$ cat config.mk
export PLATFORM = sky130hd
export DESIGN_NAME = dbg_hart_window
export DESIGN_NICKNAME = d
export VERILOG_FILES = /design/src/rtl/dbgwin_pkg.sv /design/src/rtl/dbgwin_decode.sv /design/src/rtl/dbgwin_hart_slot.sv /design/src/rtl/dbgwin_rdport.sv /design/src/rtl/dbg_hart_window.sv
export SDC_FILE = /design/constraint.sdc
export NUM_CORES = 1
export LEC_CHECK = 0
export BUFFER_PORTS_ARGS = -buffer_cell sky130_fd_sc_hd__buf_2
export CAP_MARGIN = 10
export CORE_MARGIN = 1.5
export CORE_UTILIZATION = 45
export CTS_BUF_LIST = sky130_fd_sc_hd__clkbuf_8 sky130_fd_sc_hd__clkbuf_16
export DETAILED_ROUTE_END_ITERATION = 8
export PLACE_DENSITY = 0.95
export SYNTH_ARGS = -nofsm -noshare
export SYNTH_HDL_FRONTEND = slang
export SYNTH_SLANG_ARGS = --single-unit
$ cat constraint.sdc
create_clock -name clk -period 1.9 [get_ports clk]
set_input_delay 0.19 -clock clk [delete_from_list [all_inputs] [get_ports clk]]
set_output_delay 0.19 -clock clk [all_outputs]
set_load 0.01 [all_outputs]
$ cat src/rtl/dbgwin_pkg.sv
package dbgwin_pkg;
   typedef enum logic [1:0] {
      OP_HALT   = 2'd0,
      OP_RESUME = 2'd1,
      OP_EXEC   = 2'd2,
      OP_CLRERR = 2'd3
   } dbg_op_e;

   // acknowledge kind is the word index inside the status region
   localparam logic [1:0] ACK_HALT   = 2'd0;
   localparam logic [1:0] ACK_RESUME = 2'd1;
   localparam logic [1:0] ACK_EXEC   = 2'd2;
   localparam logic [1:0] ACK_EXCEPT = 2'd3;

   localparam int WIN_BYTES    = 512;
   localparam int REGION_COUNT = 4;
   localparam int REGION_BYTES = WIN_BYTES / REGION_COUNT;
   localparam int STAT_REGION  = 3;
endpackage

$ cat src/rtl/dbgwin_decode.sv
module dbgwin_decode
   import dbgwin_pkg::*;
#(
   parameter int                ADDR_W   = 32,
   parameter logic [ADDR_W-1:0] WIN_BASE = 32'hFFFF_FE00
) (
   input  logic [ADDR_W-1:0]       addr,
   output logic [REGION_COUNT-1:0] region_sel,
   output logic                    ack_ok,
   output logic [1:0]              ack_kind
);
   localparam int WIN_LSB = $clog2(WIN_BYTES);
   localparam int REG_LSB = $clog2(REGION_BYTES);
   localparam int ACK_TOP = 4;

   initial begin
      if (WIN_BASE[WIN_LSB-1:0] != '0) $fatal(1, "window base not aligned");
      if (ADDR_W <= WIN_LSB)           $fatal(1, "address too narrow");
   end

   logic                         in_win;
   logic [$clog2(REGION_COUNT)-1:0] reg_idx;

   always_comb begin
      in_win     = (addr[ADDR_W-1:WIN_LSB] == WIN_BASE[ADDR_W-1:WIN_LSB]);
      reg_idx    = addr[WIN_LSB-1:REG_LSB];
      region_sel = in_win ? (REGION_COUNT'(1) << reg_idx) : '0;
      ack_kind   = addr[ACK_TOP-1:2];
      ack_ok     = region_sel[STAT_REGION]
                   && (addr[REG_LSB-1:ACK_TOP] == '0)
                   && (addr[1:0] == 2'b00);
   end
endmodule

$ cat src/rtl/dbgwin_hart_slot.sv
module dbgwin_hart_slot (
   input  logic clk,
   input  logic rst_n,
   input  logic ack_halt,
   input  logic ack_resume,
   input  logic ack_exec,
   input  logic ack_exc,
   input  logic cmd_halt,
   input  logic cmd_resume,
   input  logic cmd_exec,
   input  logic cmd_clr,
   output logic halted_o,
   output logic busy_o,
   output logic err_o,
   output logic resume_req_o,
   output logic exec_req_o,
   output logic halt_req_o
);
   logic halted_q, busy_q, err_q, rreq_q, xreq_q, hreq_q;
   logic accept;

   assign accept = halted_q && !busy_q;

   always_ff @(posedge clk or negedge rst_n) begin
      if (!rst_n) begin
         halted_q <= 1'b0;
         busy_q   <= 1'b0;
         err_q    <= 1'b0;
         rreq_q   <= 1'b0;
         xreq_q   <= 1'b0;
         hreq_q   <= 1'b0;
      end else begin
         if (ack_halt)             halted_q <= 1'b1;
         else if (ack_resume)      halted_q <= 1'b0;

         if (ack_halt)             busy_q <= 1'b0;
         else if (ack_exec)        busy_q <= 1'b1;

         if (ack_exc)              err_q <= 1'b1;
         else if (cmd_clr)         err_q <= 1'b0;

         if (ack_halt)             hreq_q <= 1'b0;
         else if (cmd_halt && !halted_q) hreq_q <= 1'b1;

         if (cmd_resume && accept) rreq_q <= 1'b1;
         else if (ack_resume)      rreq_q <= 1'b0;

         if (cmd_exec && accept)   xreq_q <= 1'b1;
         else if (ack_exec)        xreq_q <= 1'b0;
      end
   end

   assign halted_o     = halted_q;
   assign busy_o       = busy_q;
   assign err_o        = err_q;
   assign resume_req_o = rreq_q;
   assign exec_req_o   = xreq_q;
   assign halt_req_o   = hreq_q;
endmodule

$ cat src/rtl/dbgwin_rdport.sv
module dbgwin_rdport #(
   parameter int NUM_HARTS = 4,
   parameter int DATA_W    = 32
) (
   input  logic                 clk,
   input  logic                 rst_n,
   input  logic                 rd_stat,
   input  logic [DATA_W/8-1:0]  be,
   input  logic [NUM_HARTS-1:0] resume_req,
   input  logic [NUM_HARTS-1:0] exec_req,
   output logic [DATA_W-1:0]    rdata
);
   localparam int LANES = DATA_W / 8;

   logic [DATA_W-1:0] word;

   for (genvar b = 0; b < LANES; b++) begin : g_lane
      if (b < NUM_HARTS) begin : g_live
         assign word[8*b +: 8] = be[b] ? {6'b0, exec_req[b], resume_req[b]} : 8'h00;
      end else begin : g_absent
         assign word[8*b +: 8] = 8'h00;
      end
   end

   always_ff @(posedge clk or negedge rst_n) begin
      if (!rst_n)       rdata <= '0;
      else if (rd_stat) rdata <= word;
      else              rdata <= '0;
   end
endmodule

$ cat src/rtl/dbg_hart_window.sv
module dbg_hart_window
   import dbgwin_pkg::*;
#(
   parameter int                NUM_HARTS = 4,
   parameter int                ADDR_W    = 32,
   parameter logic [ADDR_W-1:0] WIN_BASE  = 32'hFFFF_FE00
) (
   input  logic                 clk,
   input  logic                 rst_n,
   input  logic [ADDR_W-1:0]    bus_addr,
   input  logic                 bus_re,
   input  logic                 bus_we,
   input  logic [3:0]           bus_be,
   input  logic [31:0]          bus_wdata,
   output logic [31:0]          bus_rdata,
   output logic [3:0]           region_sel,
   input  logic                 dbg_valid,
   input  logic [1:0]           dbg_op,
   input  logic [1:0]           dbg_hart,
   output logic [NUM_HARTS-1:0] hart_halted,
   output logic [NUM_HARTS-1:0] hart_running,
   output logic [NUM_HARTS-1:0] hart_busy,
   output logic [NUM_HARTS-1:0] hart_error,
   output logic [NUM_HARTS-1:0] hart_halt_req
);
   initial begin
      if (NUM_HARTS < 1 || NUM_HARTS > 4) $fatal(1, "hart count must be 1..4");
   end

   logic       ack_ok;
   logic [1:0] ack_kind;
   logic       wr_ack;
   dbg_op_e    op;

   logic [NUM_HARTS-1:0] halted_w, busy_w, err_w, resume_req_w, exec_req_w, halt_req_w;

   dbgwin_decode #(.ADDR_W(ADDR_W), .WIN_BASE(WIN_BASE)) u_dec (
      .addr       (bus_addr),
      .region_sel (region_sel),
      .ack_ok     (ack_ok),
      .ack_kind   (ack_kind)
   );

   assign wr_ack = bus_we && ack_ok;
   assign op     = dbg_op_e'(dbg_op);

   for (genvar h = 0; h < NUM_HARTS; h++) begin : g_hart
      logic id_hit, cmd_hit;
      assign id_hit  = (bus_wdata == 32'(h));
      assign cmd_hit = dbg_valid && (dbg_hart == 2'(h));

      dbgwin_hart_slot u_slot (
         .clk          (clk),
         .rst_n        (rst_n),
         .ack_halt     (wr_ack && ack_kind == ACK_HALT   && id_hit),
         .ack_resume   (wr_ack && ack_kind == ACK_RESUME && id_hit),
         .ack_exec     (wr_ack && ack_kind == ACK_EXEC   && id_hit),
         .ack_exc      (wr_ack && ack_kind == ACK_EXCEPT && busy_w[h]),
         .cmd_halt     (cmd_hit && op == OP_HALT),
         .cmd_resume   (cmd_hit && op == OP_RESUME),
         .cmd_exec     (cmd_hit && op == OP_EXEC),
         .cmd_clr      (cmd_hit && op == OP_CLRERR),
         .halted_o     (halted_w[h]),
         .busy_o       (busy_w[h]),
         .err_o        (err_w[h]),
         .resume_req_o (resume_req_w[h]),
         .exec_req_o   (exec_req_w[h]),
         .halt_req_o   (halt_req_w[h])
      );
   end

   dbgwin_rdport #(.NUM_HARTS(NUM_HARTS), .DATA_W(32)) u_rd (
      .clk        (clk),
      .rst_n      (rst_n),
      .rd_stat    (bus_re && region_sel[STAT_REGION]),
      .be         (bus_be),
      .resume_req (resume_req_w),
      .exec_req   (exec_req_w),
      .rdata      (bus_rdata)
   );

   assign hart_halted   = halted_w;
   assign hart_running  = ~halted_w;
   assign hart_busy     = busy_w;
   assign hart_error    = err_w;
   assign hart_halt_req = halt_req_w;
endmodule

==> metrics.cfg, run 1 <==
[run_status]
status = finished clean

[timing]
worstMarginPinSlew_ps = 700
rsz0062_at_grt = false
final_max_slew_viol_count = 0
finalSetupViolCount = 0
period_share = 0.892
hold_violations = 0
slew_headroom = 0.533
worst_slack_ps = 205
fin_crit_ps = 1700
skew_ps = 4.93
max_freq_ghz = 0.590

[critical_path]
cp_slowest_cell = nor4_1
cp.arrival_ps = 1870
timing.rr.start = g_hart[3].u_slot.halted_o
end_kind = flip-flop
r2r_slack_ps = 870
critical-path-top-delay-family = simple AND/OR/NAND/NOR gates
cp.buffers_inverters = 2
cpPeakStageDelay_ps = 430
r2r_end = g_hart[3].u_slot.exec_req_o
cp-start-kind = primary input
cp_data_required_time_ps = 2070
crit_chain = buf_2 > nor4_1 > nand4_1 > nor4_1 > buf_4 > nand2_1 > mux2_2
crit_type = primary input to flip-flop
reg2reg_depth = 3
crit_path_frequent_cell = nor4_1
cp_max_fo = 4

[logic_synthesis]
synth-xor-area-share = 0
post_synth_and_or_nand_nor_area_fraction = 0.283
synth_edf_count = 0
ys_seq_area_frac = 0.418
syn_inst = 204
synth_adder_area_share = 0
ys_warn_count = 0
muxShareOfSynthArea = 0.0176
avgSynthCellArea_um2 = 9.40
synth_compound_area_frac = 0.0973
ys.flop_type = dfrtp_1
synth_top_family_by_area = simple AND/OR/NAND/NOR gates
ys_types = 33
synthArstFlopShare = 1.00
syn_area_um2 = 1920
ys_seq_elements = 32

[worst_hold_path]
hold_end = u_rd.rdata[16]
worstHoldPathType = primary input to flip-flop
holdPathStages = 3
hold_start = bus_be[2]

[route]
drt-initial-drc-count = 150
route.met3.wl_um = 388
wirelength_um = 4800
ant_nets = 0
detail_route.vias_per_cell = 5.18
first_pass_iters = 6
dr_wl_met2_um = 2470
vias = 1850
wl_met1_um = 1850
routedWlPerCell_um = 13.5
highest_layer = met4
drc = 0

[floorplanning]
die_y_um = 68.3
die_x_um = 68.3
core_area_um2 = 4060
dieArea_um2 = 4660
rows = 23
initial_core_util = 0.472
ios = 133

[final_layout]
final_nets = 383
num_antenna_cells = 0
final_common_cell = buf_2
final_layout_size_suffix_gt1_frac = 0.414
final_cell_mix = 108 x buf_2, 32 x dfrtp_1, 24 x conb_1
final_area_um2 = 2440
syn_to_final_growth_pct = 27.5

[global_route]
first_global_vias = 1672
track_usage = 0.217
antenna_found_initial = 0
gr-total-overflow = 0
grt_first_pass_wirelength_um = 7500
grt_start_max_net_pins = 33

[placement]
port-buffer-count = 108
hpwl_um = 4040
routabilityCongestion = 0.931
placed_area_um2 = 2340
post-place-ws_ps = -57.4

[pwr]
power.density_nw_per_um2 = 588
power_leakage_nw = 1.28
ir_drop_v = 0.000275

[cts]
cts_tree = yes
clkSlewWorstSetupHoldPaths_ps = 70
clock-sinks = 32
cts_resized = 0
cts_buffers = 5
clk_latency_ps = 280
cts_setup_buffers = 0
clockRootBuffer = clkbuf_8
cts_max_level = 2
clockBufferDepth = 2

[job]
cap_violations = 0

-- sequential cells by signal, summed over array words and instances (netlist names) --
name,flops
g_hart.u_slot.err_o,4
g_hart.u_slot.resume_req_o,4
g_hart.u_slot.busy_o,4
g_hart.u_slot.exec_req_o,4
g_hart.u_slot.halted_o,4
u_rd.rdata,8
g_hart.u_slot.halt_req_o,4
-- metal layers --
metal,global-route usage,vias to the layer above
li1,-,884
met1,0.256,859
met2,0.386,97
met3,0.0493,10
met4,0.0750,0
met5,0,-
-- tightest hold or removal path, stage by stage --
cell and delay (ps):
buf_2 70, and3_1 150, and2_1 120
-- repair_timing --
item	4_1_cts	5_1_grt
hold buffers	1	0
setup endpoints to repair	0	0
hold endpoints to repair	32	0
-- cells in the mapped netlist, types with 3 or more instances --
master     count  area [µm²]
nand3_1       11        55.1
buf_4         40         300
a22o_1         3        26.3
nor4_1        16         100
nor2b_1        3        18.8
nand2_1        9        33.8
nor3_1         6        30.0
nand4_1       11        68.8
o21ai_0        7        35.0
a21oi_1        3        15.0
o22a_1         3        26.3
nor4b_1        3        26.3
a21o_1         4        30.0
o2bb2ai_1      4        35.0
dfrtp_1       32         801
and3_1         5        31.3
nor3b_1        3        22.5
nor2_1         5        18.8
inv_1         10        37.5
and2_1         9        56.3
-- layout make-up --
| cell class | count | area [µm²] |
|---|---|---|
| Timing Repair Buffer | 115 | 596 |
| Clock inverter | 2 | 11.3 |
| Fill cell | 356 | 1610 |
| Multi-Input combinational cell | 142 | 853 |
| Clock buffer | 6 | 82.6 |
| Inverter | 10 | 37.5 |
| Sequential cell | 32 | 801 |
| Tap cell | 50 | 62.6 |
-- kinds of logic (layout without fill, tap and decap cells) --
group,Yosys count,count (layout)
muxes,3,3
other,1,24
buffers and inverters,53,133
DFF,32,32
AOI/OAI and AO/OA,26,26
and+or+nand+nor,89,89
-- worst max-delay path by stage --
stage | slack, ps | cells past startpoint | to | start
2_1_floorplan | 100 | 5 | g_hart[3].u_slot.busy_o | bus_addr[16]
6_report | 200 | 7 | g_hart[0].u_slot.busy_o | bus_wdata[26]
5_1_grt | 60 | 6 | g_hart[1].u_slot.busy_o | bus_wdata[25]
3_5_place_dp | -60 | 7 | g_hart[0].u_slot.busy_o | bus_wdata[26]
4_1_cts | 240 | 7 | g_hart[0].u_slot.busy_o | bus_wdata[26]
3_3_place_gp | 60 | 7 | g_hart[1].u_slot.busy_o | bus_addr[18]
-- power by group --
part,switching (mW),internal [mW],leakage (nW)
clock,0.244,0.288,0.0486
sequential,0.00827,0.698,0.426
combinational,0.108,0.0896,0.802
total,0.360,1.08,1.28
-- per-stage QoR --
step | util | hold slack [ps] | TNS (ps) | instances | power [mW]
after detailed placement | 0.577 | 278 | -161 | 348 | 0.915
after global placement | 0.577 | 260 | 0 | 348 | 0.909
after CTS | 0.602 | 274 | 0 | 357 | 1.45
after floorplan | - | -106 | 0 | 227 | 0.850
final | 0.602 | 278 | 0 | 357 | 1.44
after global routing | 0.602 | 303 | 0 | 357 | 1.51
Power figures use the tool's default switching activity.
==> inputs of run 2 (changes only) <==
Settings changed: ABC_AREA set to 1, CORE_UTILIZATION 45 to 46, HOLD_SLACK_MARGIN set to 0.15.
==> run 2 against run 1 <==
  * Sequential cell count unchanged
  * Die area up 7.7%
  * Largest power group unchanged
  * Cell count up 24%
  * Critical path depth up 1
  * First-iteration DRC count down 32%
  * Sequential share of layout area down 2.3 points
  * Area after synthesis up 10%
  * Global-route usage up 1.2 points
  * Sequential power about the same
==> metrics.cfg, run 2 <==
[global_route]
gr-total-overflow = 0  ; unchanged
antenna_found_initial = 0  ; unchanged
track_usage = 0.230  ; was 0.217
grt_first_pass_wirelength_um = 9200  ; was 7500 µm
grt_start_max_net_pins = 33  ; unchanged
first_global_vias = 2168  ; was 1672

[timing]
setup-tns-final_ps = 0  ; unchanged
finalSetupViolCount = 0  ; unchanged
hold_violations = 0  ; unchanged
max_freq_ghz = 0.822  ; was 0.590 GHz
skew_ps = 0.981  ; was 4.93 ps
worstMarginPinSlew_ps = 710  ; was 700 ps
slew_headroom = 0.527  ; was 0.533
worst_slack_ps = 683  ; was 205 ps
rsz0062_at_grt = false  ; unchanged
whs_ps = 162  ; was 278 ps
period_share = 0.640  ; was 0.892
final_max_slew_viol_count = 0  ; unchanged
fin_crit_ps = 1220  ; was 1700 ps

[logic_synthesis]
syn_area_um2 = 2120  ; was 1920 µm²
yosysMostFrequentCell = nand2_1  ; was buf_4
syn_inst = 291  ; was 204
ys_seq_elements = 32  ; unchanged
synth-xor-area-share = 0  ; unchanged
synth_edf_count = 0  ; unchanged
yosys.area.top_type = dfrtp_1  ; unchanged
ys_types = 19  ; was 33
synth_adder_area_share = 0  ; unchanged
avgSynthCellArea_um2 = 7.28  ; was 9.40 µm²
post_synth_and_or_nand_nor_area_fraction = 0.401  ; was 0.283
ys_seq_area_frac = 0.378  ; was 0.418
ys_warn_count = 0  ; unchanged
synth_top_family_by_area = simple AND/OR/NAND/NOR gates  ; unchanged
muxShareOfSynthArea = 0  ; was 0.0176
ys_top_cells_by_count = 72 x nand2_1, 53 x nor2_1, 40 x buf_4, 32 x dfrtp_1, 27 x inv_1  ; was 40 x buf_4, 32 x dfrtp_1, 16 x nor4_1, 11 x nand3_1, 11 x nand4_1
ys.flop_type = dfrtp_1  ; unchanged
synth_area_leaders = dfrtp_1 38%, buf_4 14%, nand2_1 13%  ; was dfrtp_1 42%, buf_4 16%, nor4_1 5.2%
synth_top_area_frac = 0.378  ; was 0.418
synth_compound_area_frac = 0.0260  ; was 0.0973
synthArstFlopShare = 1.00  ; unchanged

[cts]
clock-sinks = 32  ; unchanged
clockBufferDepth = 2  ; unchanged
clk_latency_ps = 290  ; was 280 ps
clockRootBuffer = clkbuf_8  ; unchanged
cts_resized = 0  ; unchanged
cts_setup_buffers = 0  ; unchanged
cts_max_level = 2  ; unchanged
clkSlewWorstSetupHoldPaths_ps = 70  ; about the same
cts_hold_buf = 1  ; unchanged
cts_tree = yes  ; unchanged
cts_buffers = 5  ; unchanged

[pwr]
clockPowerShare = 0.412  ; was 0.371
p_int_mw = 1.18  ; was 1.08 mW
ir_drop_v = 0.000367  ; was 0.000275 V
power_leakage_nw = 1.50  ; was 1.28 nW
power.density_nw_per_um2 = 603  ; was 588 nW/µm²
pwr-share-seq = 0.445  ; was 0.492
p_sw_frac = 0.258  ; was 0.251
power.switching_uw = 409  ; was 360 µW
p_comb_frac = 0.143  ; was 0.137

[worst_hold_path]
hold_end = u_rd.rdata[9]  ; was u_rd.rdata[16]
holdPathStages = 3  ; unchanged
hold_start = bus_be[1]  ; was bus_be[2]
worstHoldPathType = primary input to flip-flop  ; unchanged

[placement]
placed_area_um2 = 2510  ; was 2340 µm²
post-place-ws_ps = 464  ; was -57.4 ps
hpwl_um = 4430  ; was 4040 µm
port-buffer-count = 108  ; unchanged
routabilityCongestion = 0.860  ; was 0.931

[final_layout]
utilization = 0.600  ; was 0.602
largest_register_ffs = 8  ; unchanged
syn_to_final_growth_pct = 24.2  ; was 27.5%
largest_register = u_rd.rdata  ; unchanged
final_area_um2 = 2630  ; was 2440 µm²
num_antenna_cells = 0  ; unchanged
final_layout_size_suffix_gt1_frac = 0.340  ; was 0.414
final_nets = 467  ; was 383
final_common_cell = buf_2  ; unchanged
final_cell_mix = 108 x buf_2, 72 x nand2_1, 53 x nor2_1  ; was 108 x buf_2, 32 x dfrtp_1, 24 x conb_1

[floorplanning]
core_area_um2 = 4380  ; was 4060 µm²
die_x_um = 70.8  ; was 68.3 µm
ios = 133  ; unchanged
initial_core_util = 0.483  ; was 0.472
die_y_um = 70.8  ; was 68.3 µm
dieArea_um2 = 5020  ; was 4660 µm²
rows = 24  ; was 23

[critical_path]
r2r_end = g_hart[0].u_slot.exec_req_o  ; was g_hart[3].u_slot.exec_req_o
cp_slowest_cell = nor2_4  ; was nor4_1
r2r_slack_ps = 1020  ; was 870 ps
timing.rr.start = g_hart[0].u_slot.halted_o  ; was g_hart[3].u_slot.halted_o
cpPeakStageDelay_ps = 140  ; was 430 ps
cp_max_fo = 3  ; was 4
crit_chain = buf_2 > nand2_1 > nor2_1 > nand2_1 > nor2_4 > nand3_2 > inv_2 > buf_2  ; was buf_2 > nor4_1 > nand4_1 > nor4_1 > buf_4 > nand2_1 > mux2_2
reg2reg_depth = 4  ; was 3
crit_type = primary input to primary output  ; was primary input to flip-flop
crit_path_start = bus_addr[11]  ; was bus_wdata[26]
cp.arrival_ps = 1030  ; was 1870 ps
cp_data_required_time_ps = 1710  ; was 2070 ps
cp-start-kind = primary input  ; unchanged
end_kind = primary output  ; was flip-flop

[route]
detail_route.vias_per_cell = 4.81  ; was 5.18
wirelength_um = 5380  ; was 4800 µm
routedWlPerCell_um = 12.2  ; was 13.5 µm
first_pass_iters = 7  ; was 6
drc = 0  ; unchanged
vias = 2133  ; was 1850
ant_nets = 0  ; unchanged
drt-initial-drc-count = 102  ; was 150

[job]
cap_violations = 0  ; unchanged

[run_status]
status = finished clean  ; unchanged

## run 2: cell count changes after synthesis, moves of 4 or more
cell	change
o21ai_0	-4
and3_1	-5
inv_1	+17
nand3_1	+15
a21o_1	-4
and2_1	-9
nor3b_2	+8
nor4_1	-16
nor2_1	+48
a21oi_1	+5
o2bb2ai_1	-4
nand2_1	+63
nor3_1	-4
## run 2: how the worst max path moves through the flow
stage                               endpoint  slack, ps
5_1_grt                        region_sel[1]        560
4_1_cts                        region_sel[3]        680
6_report                       region_sel[3]        680
3_5_place_dp       g_hart[0].u_slot.halted_o        460
2_1_floorplan        g_hart[1].u_slot.busy_o        800
3_3_place_gp   g_hart[0].u_slot.resume_req_o        510
## run 2: logic make-up after synthesis
logic type | Yosys count
buf+inv | 69
simple gates | 178
other cells | 1
compound gates | 11
flops | 32
## run 2: worst max-delay path: cells and delay by family
kind	cells	cell delay, ps
simple gates	5	510
buf+inv	3	320
## run 2: per-layer routing
metal,GRT usage,routed length [µm],up-vias
met4,0.0755,56,0
met5,0,0,-
met1,0.272,2170,993
li1,-,-,1051
met3,0.0726,422,6
met2,0.397,2730,83
## run 2: power groups by stage
stage / Clock, mW / Combinational [mW] / Sequential, mW
floorplan: 0 / 0.148 / 0.715
global route: 0.699 / 0.257 / 0.706
CTS: 0.664 / 0.226 / 0.705
finish: 0.654 / 0.227 / 0.705
detailed placement: 0 / 0.224 / 0.717
global placement: 0 / 0.217 / 0.716
## run 2: area by class of cell
| cell class | instances | area, µm² |
|---|---|---|
| Clock buffer | 5 | 68.8 |
| Clock inverter | 3 | 42.5 |
| Fill cell | 420 | 1750 |
| Inverter | 29 | 109 |
| Multi-Input combinational cell | 213 | 993 |
| Sequential cell | 32 | 801 |
| Tap cell | 52 | 65.1 |
| Timing Repair Buffer | 109 | 551 |
## run 2: per-stage QoR
step | instances | total power [mW]
floorplan | 314 | 0.863
global placement | 434 | 0.933
detailed placement | 434 | 0.941
CTS | 443 | 1.60
global route | 443 | 1.66
finish | 443 | 1.58
